`config.mk`:
```
export PLATFORM = sky130hd
export DESIGN_NAME = lcdrow_scan
export DESIGN_NICKNAME = d
export VERILOG_FILES = /design/src/rtl/lcdrow_pkg.sv /design/src/rtl/lcdrow_scan_sync.sv /design/src/rtl/lcdrow_shift_reg.sv /design/src/rtl/lcdrow_level_enc.sv /design/src/rtl/lcdrow_scan.sv
export SDC_FILE = /design/constraint.sdc
export NUM_CORES = 1
export LEC_CHECK = 0
export ABC_AREA = 1
export CORE_ASPECT_RATIO = 2
export CORE_MARGIN = 10
export CORE_UTILIZATION = 45
export CTS_CLUSTER_DIAMETER = 40
export CTS_CLUSTER_SIZE = 20
export DETAILED_ROUTE_END_ITERATION = 7
export GPL_ROUTABILITY_DRIVEN = 0
export PLACE_DENSITY = 0.77
export SLEW_MARGIN = 20
export SYNTH_ARGS = -nofsm -noshare
export SYNTH_HDL_FRONTEND = slang
export SYNTH_SLANG_ARGS = --single-unit
```
`constraint.sdc`:
```
create_clock -name clk -period 3.8 [get_ports clk]
set_input_delay 0.76 -clock clk [delete_from_list [all_inputs] [get_ports clk]]
set_output_delay 0.76 -clock clk [all_outputs]
set_load 0.03 [all_outputs]
```
`src/rtl/lcdrow_pkg.sv`:
```
package lcdrow_pkg;

    // Drive level code, ordered from the top rail to the bottom rail
    typedef enum logic [1:0] {
        LVL_V0 = 2'b00,
        LVL_V1 = 2'b01,
        LVL_V4 = 2'b10,
        LVL_V5 = 2'b11
    } lvl_t;

    // Blanking behaviour chosen at build time
    typedef enum logic {
        BLANK_FORCE_TOP   = 1'b0,
        BLANK_FORCE_UNSEL = 1'b1
    } blank_mode_t;

    // One sampled set of the asynchronous scan inputs
    typedef struct packed {
        logic scan;
        logic d_fwd;
        logic d_rev;
    } scan_sample_t;

    // Non-select level for a given frame polarity
    function automatic lvl_t unsel_level(input logic ac);
        return ac ? LVL_V1 : LVL_V4;
    endfunction

    // Level for one row from its token bit, polarity and blanking
    function automatic lvl_t drive_level(input logic        sel,
                                         input logic        ac,
                                         input logic        blank_n,
                                         input blank_mode_t mode);
        lvl_t lv;
        if (!blank_n) begin
            lv = (mode == BLANK_FORCE_TOP) ? LVL_V0 : unsel_level(ac);
        end else if (sel) begin
            lv = ac ? LVL_V5 : LVL_V0;
        end else begin
            lv = unsel_level(ac);
        end
        return lv;
    endfunction

endpackage

```
`src/rtl/lcdrow_scan_sync.sv`:
```
module lcdrow_scan_sync
    import lcdrow_pkg::*;
#(
    parameter int SYNC_STAGES = 2
) (
    input  logic clk,
    input  logic rst,
    input  logic scan_clk,
    input  logic din_fwd,
    input  logic din_rev,
    output logic fall_evt,
    output logic din_fwd_s,
    output logic din_rev_s
);
    localparam int LAST = SYNC_STAGES - 1;

    scan_sample_t pipe [SYNC_STAGES];
    logic         scan_prev;

    // Clock and data travel through the same number of stages, so the
    // data seen with a detected edge is the data present when it fell.
    always_ff @(posedge clk) begin
        if (rst) begin
            for (int i = 0; i < SYNC_STAGES; i++) begin
                pipe[i] <= '0;
            end
            scan_prev <= 1'b0;
        end else begin
            pipe[0] <= '{scan: scan_clk, d_fwd: din_fwd, d_rev: din_rev};
            for (int i = 1; i < SYNC_STAGES; i++) begin
                pipe[i] <= pipe[i-1];
            end
            scan_prev <= pipe[LAST].scan;
        end
    end

    assign fall_evt  = scan_prev & ~pipe[LAST].scan;
    assign din_fwd_s = pipe[LAST].d_fwd;
    assign din_rev_s = pipe[LAST].d_rev;

endmodule

```
`src/rtl/lcdrow_shift_reg.sv`:
```
module lcdrow_shift_reg #(
    parameter int ROWS = 100
) (
    input  logic            clk,
    input  logic            rst,
    input  logic            shift_en,
    input  logic            clear,
    input  logic            dir_rev,
    input  logic            din_fwd,
    input  logic            din_rev,
    output logic [ROWS-1:0] stages
);
    localparam int TOP = ROWS - 1;

    logic [ROWS-1:0] nxt;

    // Per-stage source: lower neighbour going forward, upper going back
    generate
        for (genvar r = 0; r < ROWS; r++) begin : g_stage
            logic from_low;
            logic from_high;
            if (r == 0) begin : g_first
                assign from_low = din_fwd;
            end else begin : g_inner_low
                assign from_low = stages[r-1];
            end
            if (r == TOP) begin : g_last
                assign from_high = din_rev;
            end else begin : g_inner_high
                assign from_high = stages[r+1];
            end
            assign nxt[r] = dir_rev ? from_high : from_low;
        end
    endgenerate

    always_ff @(posedge clk) begin
        if (rst || clear) begin
            stages <= '0;
        end else if (shift_en) begin
            stages <= nxt;
        end
    end

endmodule

```
`src/rtl/lcdrow_level_enc.sv`:
```
module lcdrow_level_enc
    import lcdrow_pkg::*;
#(
    parameter int          ROWS       = 100,
    parameter blank_mode_t BLANK_MODE = BLANK_FORCE_TOP
) (
    input  logic [ROWS-1:0]   sel,
    input  logic              ac,
    input  logic              blank_n,
    output logic [2*ROWS-1:0] lvl_bus
);
    generate
        for (genvar r = 0; r < ROWS; r++) begin : g_row
            lvl_t lv;
            assign lv = drive_level(sel[r], ac, blank_n, BLANK_MODE);
            assign lvl_bus[2*r +: 2] = lv;
        end
    endgenerate

endmodule

```
`src/rtl/lcdrow_scan.sv`:
```
module lcdrow_scan
    import lcdrow_pkg::*;
#(
    parameter int          ROWS        = 100,
    parameter int          SYNC_STAGES = 2,
    parameter blank_mode_t BLANK_MODE  = BLANK_FORCE_TOP
) (
    input  logic              clk,
    input  logic              rst,
    input  logic              scan_clk,
    input  logic              dir_rev,
    input  logic              blank_n,
    input  logic              ac,
    input  logic              cas1_in,
    input  logic              cas2_in,
    output logic              cas1_out,
    output logic              cas2_out,
    output logic              cas1_oe,
    output logic              cas2_oe,
    output logic [2*ROWS-1:0] row_lvl
);
    localparam int TOP = ROWS - 1;

    logic            fall_evt;
    logic            din_fwd_s;
    logic            din_rev_s;
    logic            shift_en;
    logic [ROWS-1:0] scan_q;

    lcdrow_scan_sync #(
        .SYNC_STAGES (SYNC_STAGES)
    ) u_sync (
        .clk       (clk),
        .rst       (rst),
        .scan_clk  (scan_clk),
        .din_fwd   (cas1_in),
        .din_rev   (cas2_in),
        .fall_evt  (fall_evt),
        .din_fwd_s (din_fwd_s),
        .din_rev_s (din_rev_s)
    );

    // Blanking outranks a scan edge that arrives in the same cycle
    assign shift_en = fall_evt & blank_n;

    lcdrow_shift_reg #(
        .ROWS (ROWS)
    ) u_shift (
        .clk      (clk),
        .rst      (rst),
        .shift_en (shift_en),
        .clear    (~blank_n),
        .dir_rev  (dir_rev),
        .din_fwd  (din_fwd_s),
        .din_rev  (din_rev_s),
        .stages   (scan_q)
    );

    lcdrow_level_enc #(
        .ROWS       (ROWS),
        .BLANK_MODE (BLANK_MODE)
    ) u_enc (
        .sel     (scan_q),
        .ac      (ac),
        .blank_n (blank_n),
        .lvl_bus (row_lvl)
    );

    // Pin roles swap with the direction
    assign cas1_oe  = dir_rev;
    assign cas2_oe  = ~dir_rev;
    assign cas1_out = dir_rev & scan_q[0];
    assign cas2_out = ~dir_rev & scan_q[TOP];

endmodule

```
# Yosys cells after proc, flatten, opt, wreduce, memory -nomap -nowiden
# Memories as Yosys holds them, arrays and structs flattened.
# Index checks and enable logic that the tools add are counted.
# Widths: inputs -> output; s select.
[word_totals]
regBits = 101
ram_bits = 6
input_bits = 8
wordCells = 320
mem_count = 1
[mem_list]
columns = ["memory", "depth", "word_bits", "read_ports", "rd_clocked_by_memory_dff", "wr", "line", "text"]
rows = [
  ["u_sync.pipe", 2, 3, 2, 0, 2, "lcdrow_scan_sync.sv:17", "scan_sample_t pipe [SYNC_STAGES];"],
]
[op_classes]
n_mux = 307
bitwise_logic = 9
reduce_logical = 1
[op_table]
columns = ["cell", "n"]
rows = [
  ["$mux 2", 202],
  ["$mux 1", 103],
  ["$mux 3", 2],
  ["$and 1x1->1", 4],
  ["$not 1->1", 3],
  ["$or 1x1->1", 2],
  ["$logic_or 1x1->1", 1],
]

# Depth between registers and ports, before layout
# Gate-level depths: netlist of run 1.
[depth]
word_depth = 3
mapped_depth = 7
mapped_depth_nobuf = 5

# Cells and area by module
# From an unflattened synthesis of run 1, not the netlist that was laid out.
[unflattened]
hier_cells = 1424
hier_area_um2 = 8005.2
[by_module_without_submodules]
columns = ["module", "n_inst", "cells_each", "area_each_um2", "seq_area_each_um2"]
rows = [
  ["lcdrow_shift_reg", 1, 857, 5165.0, 2001.9],
  ["lcdrow_level_enc", 1, 535, 2602.5, 0.0],
  ["lcdrow_scan_sync", 1, 23, 200.2, 140.1],
  ["lcdrow_scan", 1, 9, 37.5, 0.0],
]

# Worst setup path after synthesis of run 1
# No wires, ideal clock.
[synth_timing]
kind = "input to output"
from = "input port blank_n"
to = "output port row_lvl[100]"
t_arrival_ns = 3.025
t_required_ns = 3.040
slack_ns = 0.015
stages = 4
path_cell_list = "buf_1 -> nand2_1 -> inv_1 -> buf_4"
[synth_between]
elab_chain_cells = 1
[synth_lines]
columns = ["element", "line", "text"]
rows = [
  ["start: declaration", "lcdrow_scan.sv:12", "input logic blank_n,"],
  ["$mux 2", "lcdrow_pkg.sv:35", "if (!blank_n) begin"],
  ["end: declaration", "lcdrow_scan.sv:20", "output logic [2*ROWS-1:0] row_lvl"],
]
# No other way between the ends.

# Final worst setup path of run 1
[layout_timing]
from = "input port ac"
to = "output port row_lvl[121]"
[layout_between]
elab_chain_cells = 3
[layout_lines]
columns = ["element", "line", "text"]
rows = [
  ["start: declaration", "lcdrow_scan.sv:13", "input logic ac,"],
  ["$mux 2, on equally long branches", "lcdrow_pkg.sv:26, lcdrow_pkg.sv:38", ""],
  ["$mux 2 (*)", "lcdrow_pkg.sv:37", "end else if (sel) begin"],
  ["$mux 2 (*)", "lcdrow_pkg.sv:35", ""],
]
# Mark *: on every way between the ends. The rest lies on a longest branch, timed or not.

==> flow_summary.toml, run 1 <==
[cells_and_area]
drive_above_1_share_pct = 14.2
seqCellArea_um2 = 2140
num-nets-final = 1245
multiInputGateArea_um2 = 3460
fill_cells = 1513
diodes = 0
area_growth_syn_to_layout_pct = 21.4
final_area_um2 = 8500

[setup_path]
arrival_ns = 2.68
slowest_stage = "clkdlybuf4s50_1"
max_stage_delay_ns = 0.70
reg2regPathDepth = 6
crit_path_max_fanout = 53
r2r_setup_slack_ns = 2.07
reg2reg_to = "u_shift.stages[98]"
critPathMostFrequentCell = "clkdlybuf4s50_1"
crit_type = "in -> out"
critPathCaptureType = "output port"
path_cells = "clkdlybuf4s50_1, inv_4, buf_12, o21ai_0, a21oi_1, clkdlybuf4s50_1"
crit_buf_inv = 4
r2r_start = "u_sync.pipe[0][5]"
cp_top_family = "buffers and inverters"
worstPathRequired_ns = 3.04
startpoint_type = "input pin"

[place]
place_area_um2 = 8140
dp_hpwl_um = 13800
portBuffers = 211

[grt]
grt.total_usage_pct = 17.7
grt_max_degree = 75
grt_antenna_before_repair = 0
overflow = 0
grt_pass1_vias = 6509
grt_pass1_wl_um = 31400

[floorplan]
rows = 64
chipWidth_um = 108
boundaryPins = 212
dieHeight_um = 196
initial_core_util_pct = 45.8
core_um2 = 15300
dieArea_um2 = 21300

[drt]
routed_wl_um = 19900
wire_per_inst_um = 13.8
dr_total_vias = 7117
antenna_left = 0
drt_iter0_markers = 404
drt_first_pass_iters = 5
detail_route.drc_violations = 0
routed_via_density = 4.94

[sta]
finClkSkew_ns = 0.00570
fmax_mhz = 291
grt_setup_unrepaired = "no"
slew_violations = 0
worst_slew_pin_slew_ns = 0.930
hold_violations = 0
setup_viol = 0
fin_crit_sh_pct = 90.5
fin_tns_setup_ns = 0
relSlewSlack_pct = 37.8
min_period_ns = 3.44

[cts]
numCtsBuffers = 9
cts_tree = "done"
postCtsSetupBuffers = 0
hold_buffers = 0
clk_pin_slew_worst_paths_ns = 0.07
clockBufferDepth = 2
clock-root-buffer = "clkbuf_16"
insertion_delay_ns = 0.35
cts_max_level = 3
cts_num_sinks = 107
post_cts_resized = 0

[synthesis]
synth_cell_type_count = 14
ys_seq_elements = 107
syn_area_per_cell_um2 = 5.92
synth-main-ff-cell = "dfxtp_1"
async_flop_share_pct = 0
synth_top_area_share_pct = 30.6
synth_top_cell_by_area = "dfxtp_1"
ys_seq_area_share_pct = 30.6
synth_nets = 1191
synth_warnings = 0
yosysMostFrequentCell = "nand2_1"
ys_top_cells_by_count = "nand2_1 (377), o21ai_0 (163), a21oi_1 (137), nor2_1 (134), dfxtp_1 (107)"
netlist_instances = 1183
ys_top_cells_by_area = "dfxtp_1 (31%), nand2_1 (20%), o21ai_0 (12%), buf_4 (11%), a21oi_1 (9.8%)"
syn_area_um2 = 7000
synth_enable_flop_cells = 0

[outcome]
status = "complete, no violations"

[hold_path]
min_path_cells = 2
whs_endpoint = "u_sync.pipe[0][4]"
min_from = "u_sync.pipe[0][1]"
hp-class = "reg -> reg"

[job]
cap_viol_max_count = 0

[power]
power_density_nw_per_um2 = 344
p_leak_nw = 3.86
ir_drop_mv = 0.236
-- stage by stage --
stage          power [W]  std cells  utilization (%)  setup slack, ns  hold WS [ns]
2_1_floorplan    0.00165       1183                -           0.0149         0.388
3_3_place_gp     0.00183       1424             53.2            0.397         0.390
3_5_place_dp     0.00183       1424             53.2            0.359         0.399
4_1_cts          0.00295       1440             55.6            0.364         0.410
5_1_grt          0.00303       1440             55.6            0.219         0.436
6_report         0.00293       1440             55.6            0.362         0.407
-- cell usage in the layout, fill, tap and decap left out, types with 3 or more instances in the layout --
| cell | instances |
|---|---|
| a21oi_1 | 137 |
| clkbuf_16 | 9 |
| bufinv_16 | 3 |
| dfxtp_1 | 107 |
| inv_1 | 72 |
| nor2_1 | 134 |
| clkdlybuf4s50_1 | 76 |
| o21ai_0 | 163 |
| nand2_1 | 377 |
| inv_2 | 4 |
| buf_12 | 8 |
| buf_4 | 143 |
-- worst register-to-register path, cell delays in order (launching register included) --
cell,delay [ns]
dfxtp_1,0.34
inv_2,0.09
nand3_4,0.52
buf_4,0.47
nand2_1,0.09
nand2_1,0.05
nor2_1,0.11
-- power by group --
part           internal (W)  switching, W
logic              0.000217      0.000447
clock network      0.000684      0.000442
registers           0.00113    0.00000719
-- cell type report --
| class | count | area share (%) |
|---|---|---|
| flip-flops and latches | 107 | 25.2 |
| repair buffers | 228 | 23.5 |
| clock inverters | 5 | 1.27 |
| well taps | 198 | 2.91 |
| multi-input cells | 814 | 40.7 |
| inverters | 77 | 3.43 |
| clock buffers | 11 | 2.97 |
-- flip-flops by register name (all words and copies together) (netlist names) --
register          flops
u_sync.scan_prev      1
u_shift.stages      100
u_sync.pipe           6
-- cells by family after synthesis --
logic type             after synthesis  share of synthesized area (%)
DFF                                107                           30.6
AOI/OAI and AO/OA                  300                           21.4
buffers and inverters              262                           20.2
and+or+nand+nor                    514                           27.8
-- layer usage --
layer | vias up | routed length (um) | global-route usage, %
li1 | 3719 | - | -
met1 | 3122 | 7560 | 18.5
met2 | 230 | 9820 | 31.2
met3 | 46 | 1710 | 4.77
met4 | 0 | 818 | 9.40
met5 | - | 0 | 0
-- worst max path at each step --
stage / to / depth (start not counted) / start
floorplan: row_lvl[100] / 4 / blank_n
global placement: row_lvl[96] / 5 / ac
detailed placement: row_lvl[121] / 6 / ac
CTS: row_lvl[121] / 6 / ac
global route: row_lvl[190] / 5 / ac
finish: row_lvl[121] / 6 / ac
No activity file was read; power rests on OpenSTA's default activity.
==> inputs of run 2 (changes only) <==
--- a/config.mk
+++ b/config.mk
@@ -6,15 +6,16 @@
 export NUM_CORES = 1
 export LEC_CHECK = 0
 export ABC_AREA = 1
+export CELL_PAD_IN_SITES_DETAIL_PLACEMENT = 0
+export CELL_PAD_IN_SITES_GLOBAL_PLACEMENT = 1
 export CORE_ASPECT_RATIO = 2
 export CORE_MARGIN = 10
-export CORE_UTILIZATION = 45
+export CORE_UTILIZATION = 32
 export CTS_CLUSTER_DIAMETER = 40
 export CTS_CLUSTER_SIZE = 20
 export DETAILED_ROUTE_END_ITERATION = 7
 export GPL_ROUTABILITY_DRIVEN = 0
-export PLACE_DENSITY = 0.77
-export SLEW_MARGIN = 20
+export PLACE_DENSITY_LB_ADDON = 0.1
 export SYNTH_ARGS = -nofsm -noshare
 export SYNTH_HDL_FRONTEND = slang
 export SYNTH_SLANG_ARGS = --single-unit
==> flow_summary.toml, run 2 (synthesized netlist as in run 1, its figures left out) <==
[sta]
fin_hold_ws_ns = 0.408
relSlewSlack_pct = 33.3
slew_violations = 0
min_period_ns = 3.49
setup_viol = 0
finClkSkew_ns = 0.00930
fin_crit_sh_pct = 91.9
fin_tns_setup_ns = 0
hold_violations = 0
worst_slew_pin_slew_ns = 0.998
fmax_mhz = 286
grt_setup_unrepaired = "no"

[hold_path]
min_from = "u_sync.pipe[0][1]"
hp-class = "reg -> reg"
min_path_cells = 2
whs_endpoint = "u_sync.pipe[0][4]"

[cells_and_area]
largest_register_ff_count = 100
multiInputGateArea_um2 = 3460
post-route-util_pct = 39.7
top_regs = "u_shift.stages x100, u_sync.pipe x6, u_sync.scan_prev x1"
final_common_cell = "nand2_1"
num-nets-final = 1245
regMostFlops = "u_shift.stages"
drive_above_1_share_pct = 12.6
diodes = 0
final_cell_mix = "nand2_1 (377), o21ai_0 (163), a21oi_1 (137), nor2_1 (134), buf_4 (127)"
seqCellArea_um2 = 2140
fill_cells = 2376
area_growth_syn_to_layout_pct = 22.3

[drt]
wire_per_inst_um = 14.5
routed_via_density = 4.58
drt_iter0_markers = 362
detail_route.drc_violations = 0
drt_first_pass_iters = 4
dr_total_vias = 6939
routed_wl_um = 22000
antenna_left = 0

[place]
dp_hpwl_um = 15200
portBuffers = 211

[power]
combPwrFrac_pct = 23.3
p_int_w = 0.00196
p_sw_share_pct = 31.4
clkPwrFrac_pct = 36.9
power_density_nw_per_um2 = 333
power_frac_seq_pct = 39.9
switchingPower_w = 0.000894
p_leak_nw = 3.80
ir_drop_mv = 0.191

[cts]
cts_tree = "done"
clock-root-buffer = "clkbuf_16"
postCtsSetupBuffers = 0
clockBufferDepth = 2
cts_max_level = 3
hold_buffers = 0
post_cts_resized = 0
clk_pin_slew_worst_paths_ns = 0.08
numCtsBuffers = 9
insertion_delay_ns = 0.35
cts_num_sinks = 107

[grt]
grt_pass1_vias = 6609
grt.total_usage_pct = 14.8
grt_pass1_wl_um = 35200
overflow = 0
grt_max_degree = 85
grt_antenna_before_repair = 0

[setup_path]
arrival_ns = 2.73
crit_path_start = "ac"
crit_path_max_fanout = 61
crit_type = "in -> out"
reg2reg_to = "u_shift.stages[99]"
worstPathRequired_ns = 3.04
reg2regPathDepth = 4
r2r_setup_slack_ns = 2.16
startpoint_type = "input pin"
critPathCaptureType = "output port"
r2r_start = "u_sync.scan_prev"

[floorplan]
initial_core_util_pct = 32.4
chipWidth_um = 125
core_um2 = 21600
rows = 76
dieHeight_um = 229
boundaryPins = 212
dieArea_um2 = 28600

[outcome]
status = "complete, no violations"

[job]
cap_viol_max_count = 0
run 2: critical path, stage by stage:
cell	delay [ns]
clkdlybuf4s50_1	0.60
nand2_1	0.16
inv_2	0.40
buf_4	0.53
buf_4	0.26
run 2: cell type report:
class	count	area share [%]
clock buffer	11	2.95
clock inverter	5	0.877
inverter	77	3.40
multi-input combinational	814	40.4
sequential	107	25.0
tap	273	3.99
timing repair buffer	228	23.4
run 2: power groups by stage:
stage | Clock (W) | Combinational [W] | Sequential [W]
final | 0.00105 | 0.000664 | 0.00114
after floorplan | 0 | 0.000495 | 0.00116
after detailed placement | 0 | 0.000676 | 0.00116
after global placement | 0 | 0.000676 | 0.00116
after global routing | 0.00112 | 0.000713 | 0.00114
after CTS | 0.00108 | 0.000677 | 0.00114
run 2: how the worst max path moves through the flow:
stage                   endpoint  cells after the start
floorplan           row_lvl[100]                      4
global placement    row_lvl[162]                      5
detailed placement  row_lvl[108]                      5
CTS                 row_lvl[108]                      5
global route        row_lvl[124]                      5
finish              row_lvl[198]                      5
run 2: layer usage:
| layer | wire length [um] | track usage, % |
|---|---|---|
| met2 | 12000 | 28.8 |
| met4 | 323 | 4.24 |
| met5 | 0 | 0 |
| met1 | 8470 | 15.1 |
| met3 | 1190 | 3.12 |
run 2: metrics by stage:
step	setup slack [ns]	std cells	instance area, um2	total power, W
after global placement	0.304	1499	8230	0.00184
after detailed placement	0.286	1499	8230	0.00184
final	0.308	1515	8560	0.00285
after global routing	0.0655	1515	8560	0.00297
after floorplan	0.0149	1183	7000	0.00165
after CTS	0.282	1515	8560	0.00290
==> inputs of run 3 (changes only) <==
--- a/config.mk
+++ b/config.mk
@@ -9,13 +9,13 @@
 export CELL_PAD_IN_SITES_DETAIL_PLACEMENT = 0
 export CELL_PAD_IN_SITES_GLOBAL_PLACEMENT = 1
 export CORE_ASPECT_RATIO = 2
-export CORE_MARGIN = 10
+export CORE_MARGIN = 4
 export CORE_UTILIZATION = 32
 export CTS_CLUSTER_DIAMETER = 40
 export CTS_CLUSTER_SIZE = 20
 export DETAILED_ROUTE_END_ITERATION = 7
 export GPL_ROUTABILITY_DRIVEN = 0
-export PLACE_DENSITY_LB_ADDON = 0.1
+export PLACE_DENSITY_LB_ADDON = 0.15
 export SYNTH_ARGS = -nofsm -noshare
 export SYNTH_HDL_FRONTEND = slang
 export SYNTH_SLANG_ARGS = --single-unit
==> flow_summary.toml, run 3 (synthesized netlist as in run 1, its figures left out) <==
[power]
power_frac_seq_pct = 40.6
p_leak_nw = 3.80
ir_drop_mv = 0.211
finalPower_w = 0.00280
clkPwrFrac_pct = 35.8
p_int_w = 0.00188
power_density_nw_per_um2 = 326
p_sw_share_pct = 32.8
combPwrFrac_pct = 23.6
switchingPower_w = 0.000919

[floorplan]
core_um2 = 21600
dieHeight_um = 217
dieArea_um2 = 24500
initial_core_util_pct = 32.4
chipWidth_um = 113
rows = 76
boundaryPins = 212

[outcome]
status = "complete, no violations"

[grt]
grt_pass1_vias = 6560
grt_max_degree = 69
grt.total_usage_pct = 16.7
grt_pass1_wl_um = 33500
grt_antenna_before_repair = 0
overflow = 0

[cts]
cts_max_level = 3
cts_num_sinks = 107
clock-root-buffer = "clkbuf_16"
postCtsSetupBuffers = 0
numCtsBuffers = 9
hold_buffers = 0
clockBufferDepth = 2
cts_tree = "done"
post_cts_resized = 0
clk_pin_slew_worst_paths_ns = 0.07
insertion_delay_ns = 0.36

[hold_path]
min_from = "u_sync.pipe[0][1]"
hp-class = "reg -> reg"

[sta]
fin_crit_sh_pct = 91.5
grt_setup_unrepaired = "no"
worst_slew_pin_slew_ns = 0.733
hold_violations = 0
slew_violations = 0
fin_tns_setup_ns = 0
fin_hold_ws_ns = 0.405
fmax_mhz = 287
finClkSkew_ns = 0.00899
min_period_ns = 3.48
setup_viol = 0
relSlewSlack_pct = 51.1

[cells_and_area]
regMostFlops = "u_shift.stages"
top_regs = "u_shift.stages x100, u_sync.pipe x6, u_sync.scan_prev x1"
final_common_cell = "nand2_1"
final_cell_mix = "nand2_1 (377), o21ai_0 (163), a21oi_1 (137), nor2_1 (134), buf_4 (125)"
diodes = 0
largest_register_ff_count = 100
area_growth_syn_to_layout_pct = 22.6
final_area_um2 = 8580
num-nets-final = 1247
final_cells = 1517
drive_above_1_share_pct = 12.5

[setup_path]
path_cells = "clkdlybuf4s50_1, nand2_1, inv_2, buf_4, buf_4"
slowest_stage = "clkdlybuf4s50_1"
critPathMostFrequentCell = "buf_4"
worstPathRequired_ns = 3.04
startpoint_type = "input pin"
crit_path_max_fanout = 61
crit_type = "in -> out"
r2r_start = "u_sync.pipe[0][5]"
crit_path_start = "ac"
max_stage_delay_ns = 0.58
arrival_ns = 2.72
critPathCaptureType = "output port"

[drt]
wire_per_inst_um = 13.7
antenna_left = 0
dr_total_vias = 7010
drt_first_pass_iters = 4
routed_wl_um = 20800
routed_via_density = 4.62
detail_route.drc_violations = 0
drt_iter0_markers = 304

[place]
portBuffers = 211
place_inst = 1501
dp_hpwl_um = 14000
place_area_um2 = 8280

[job]
cap_viol_max_count = 0
[run 3: cell count changes in the layout (fill, tap and decap cells not counted), sizes merged]
cell	previous run	this run
clkinv	3	2
clkinvlp	0	2
bufinv	2	1
clkdlybuf4s50	96	98
[run 3: final timing paths]
| path | endpoint | slack [ns] | depth (start not counted) |
|---|---|---|---|
| worst max-delay path | row_lvl[16] | 0.32 | 5 |
| worst min-delay path | u_sync.pipe[0][4] | 0.41 | 2 |
| worst min register to register | u_sync.pipe[0][4] | 0.41 | 2 |
| worst max register to register | u_shift.stages[62] | 2.04 | 6 |
[run 3: metal layers]
metal  part of all wire (%)  GRT usage, %  vias up
li1                       -             -     3716
met1                     39          18.3     3087
met2                     55          32.5      186
met3                    4.9          2.25       21
met4                    1.7          5.21        0
met5                      0             0        -
[run 3: power by group through the flow]
stage | combinational [W] | sequential [W] | clock (W)
after floorplan | 0.000495 | 0.00116 | 0
after global placement | 0.000671 | 0.00116 | 0
after detailed placement | 0.000670 | 0.00116 | 0
after CTS | 0.000671 | 0.00114 | 0.00103
after global routing | 0.000709 | 0.00114 | 0.00107
final | 0.000661 | 0.00114 | 0.00100
[run 3: worst max-delay path, delay by kind of cell]
kind	cells	cell delay [ns]
buf+inv	4	1.76
simple gates	1	0.17
[run 3: cell type report]
| type | count | area [um2] |
|---|---|---|
| sequential | 107 | 2140 |
| clock inverter | 5 | 62.6 |
| timing repair buffer | 230 | 2040 |
| tap | 273 | 342 |
| clock buffer | 11 | 243 |
| multi-input combinational | 814 | 3460 |
| inverter | 77 | 292 |
| fill | 2379 | 13000 |
[run 3: through the flow]
| step | worst slack (ns) | utilization, % |
|---|---|---|
| after global routing | 0.0745 | 39.8 |
| after floorplan | 0.0149 | - |
| final | 0.322 | 39.8 |
| after CTS | 0.269 | 39.8 |
| after global placement | 0.265 | 38.4 |
| after detailed placement | 0.272 | 38.4 |
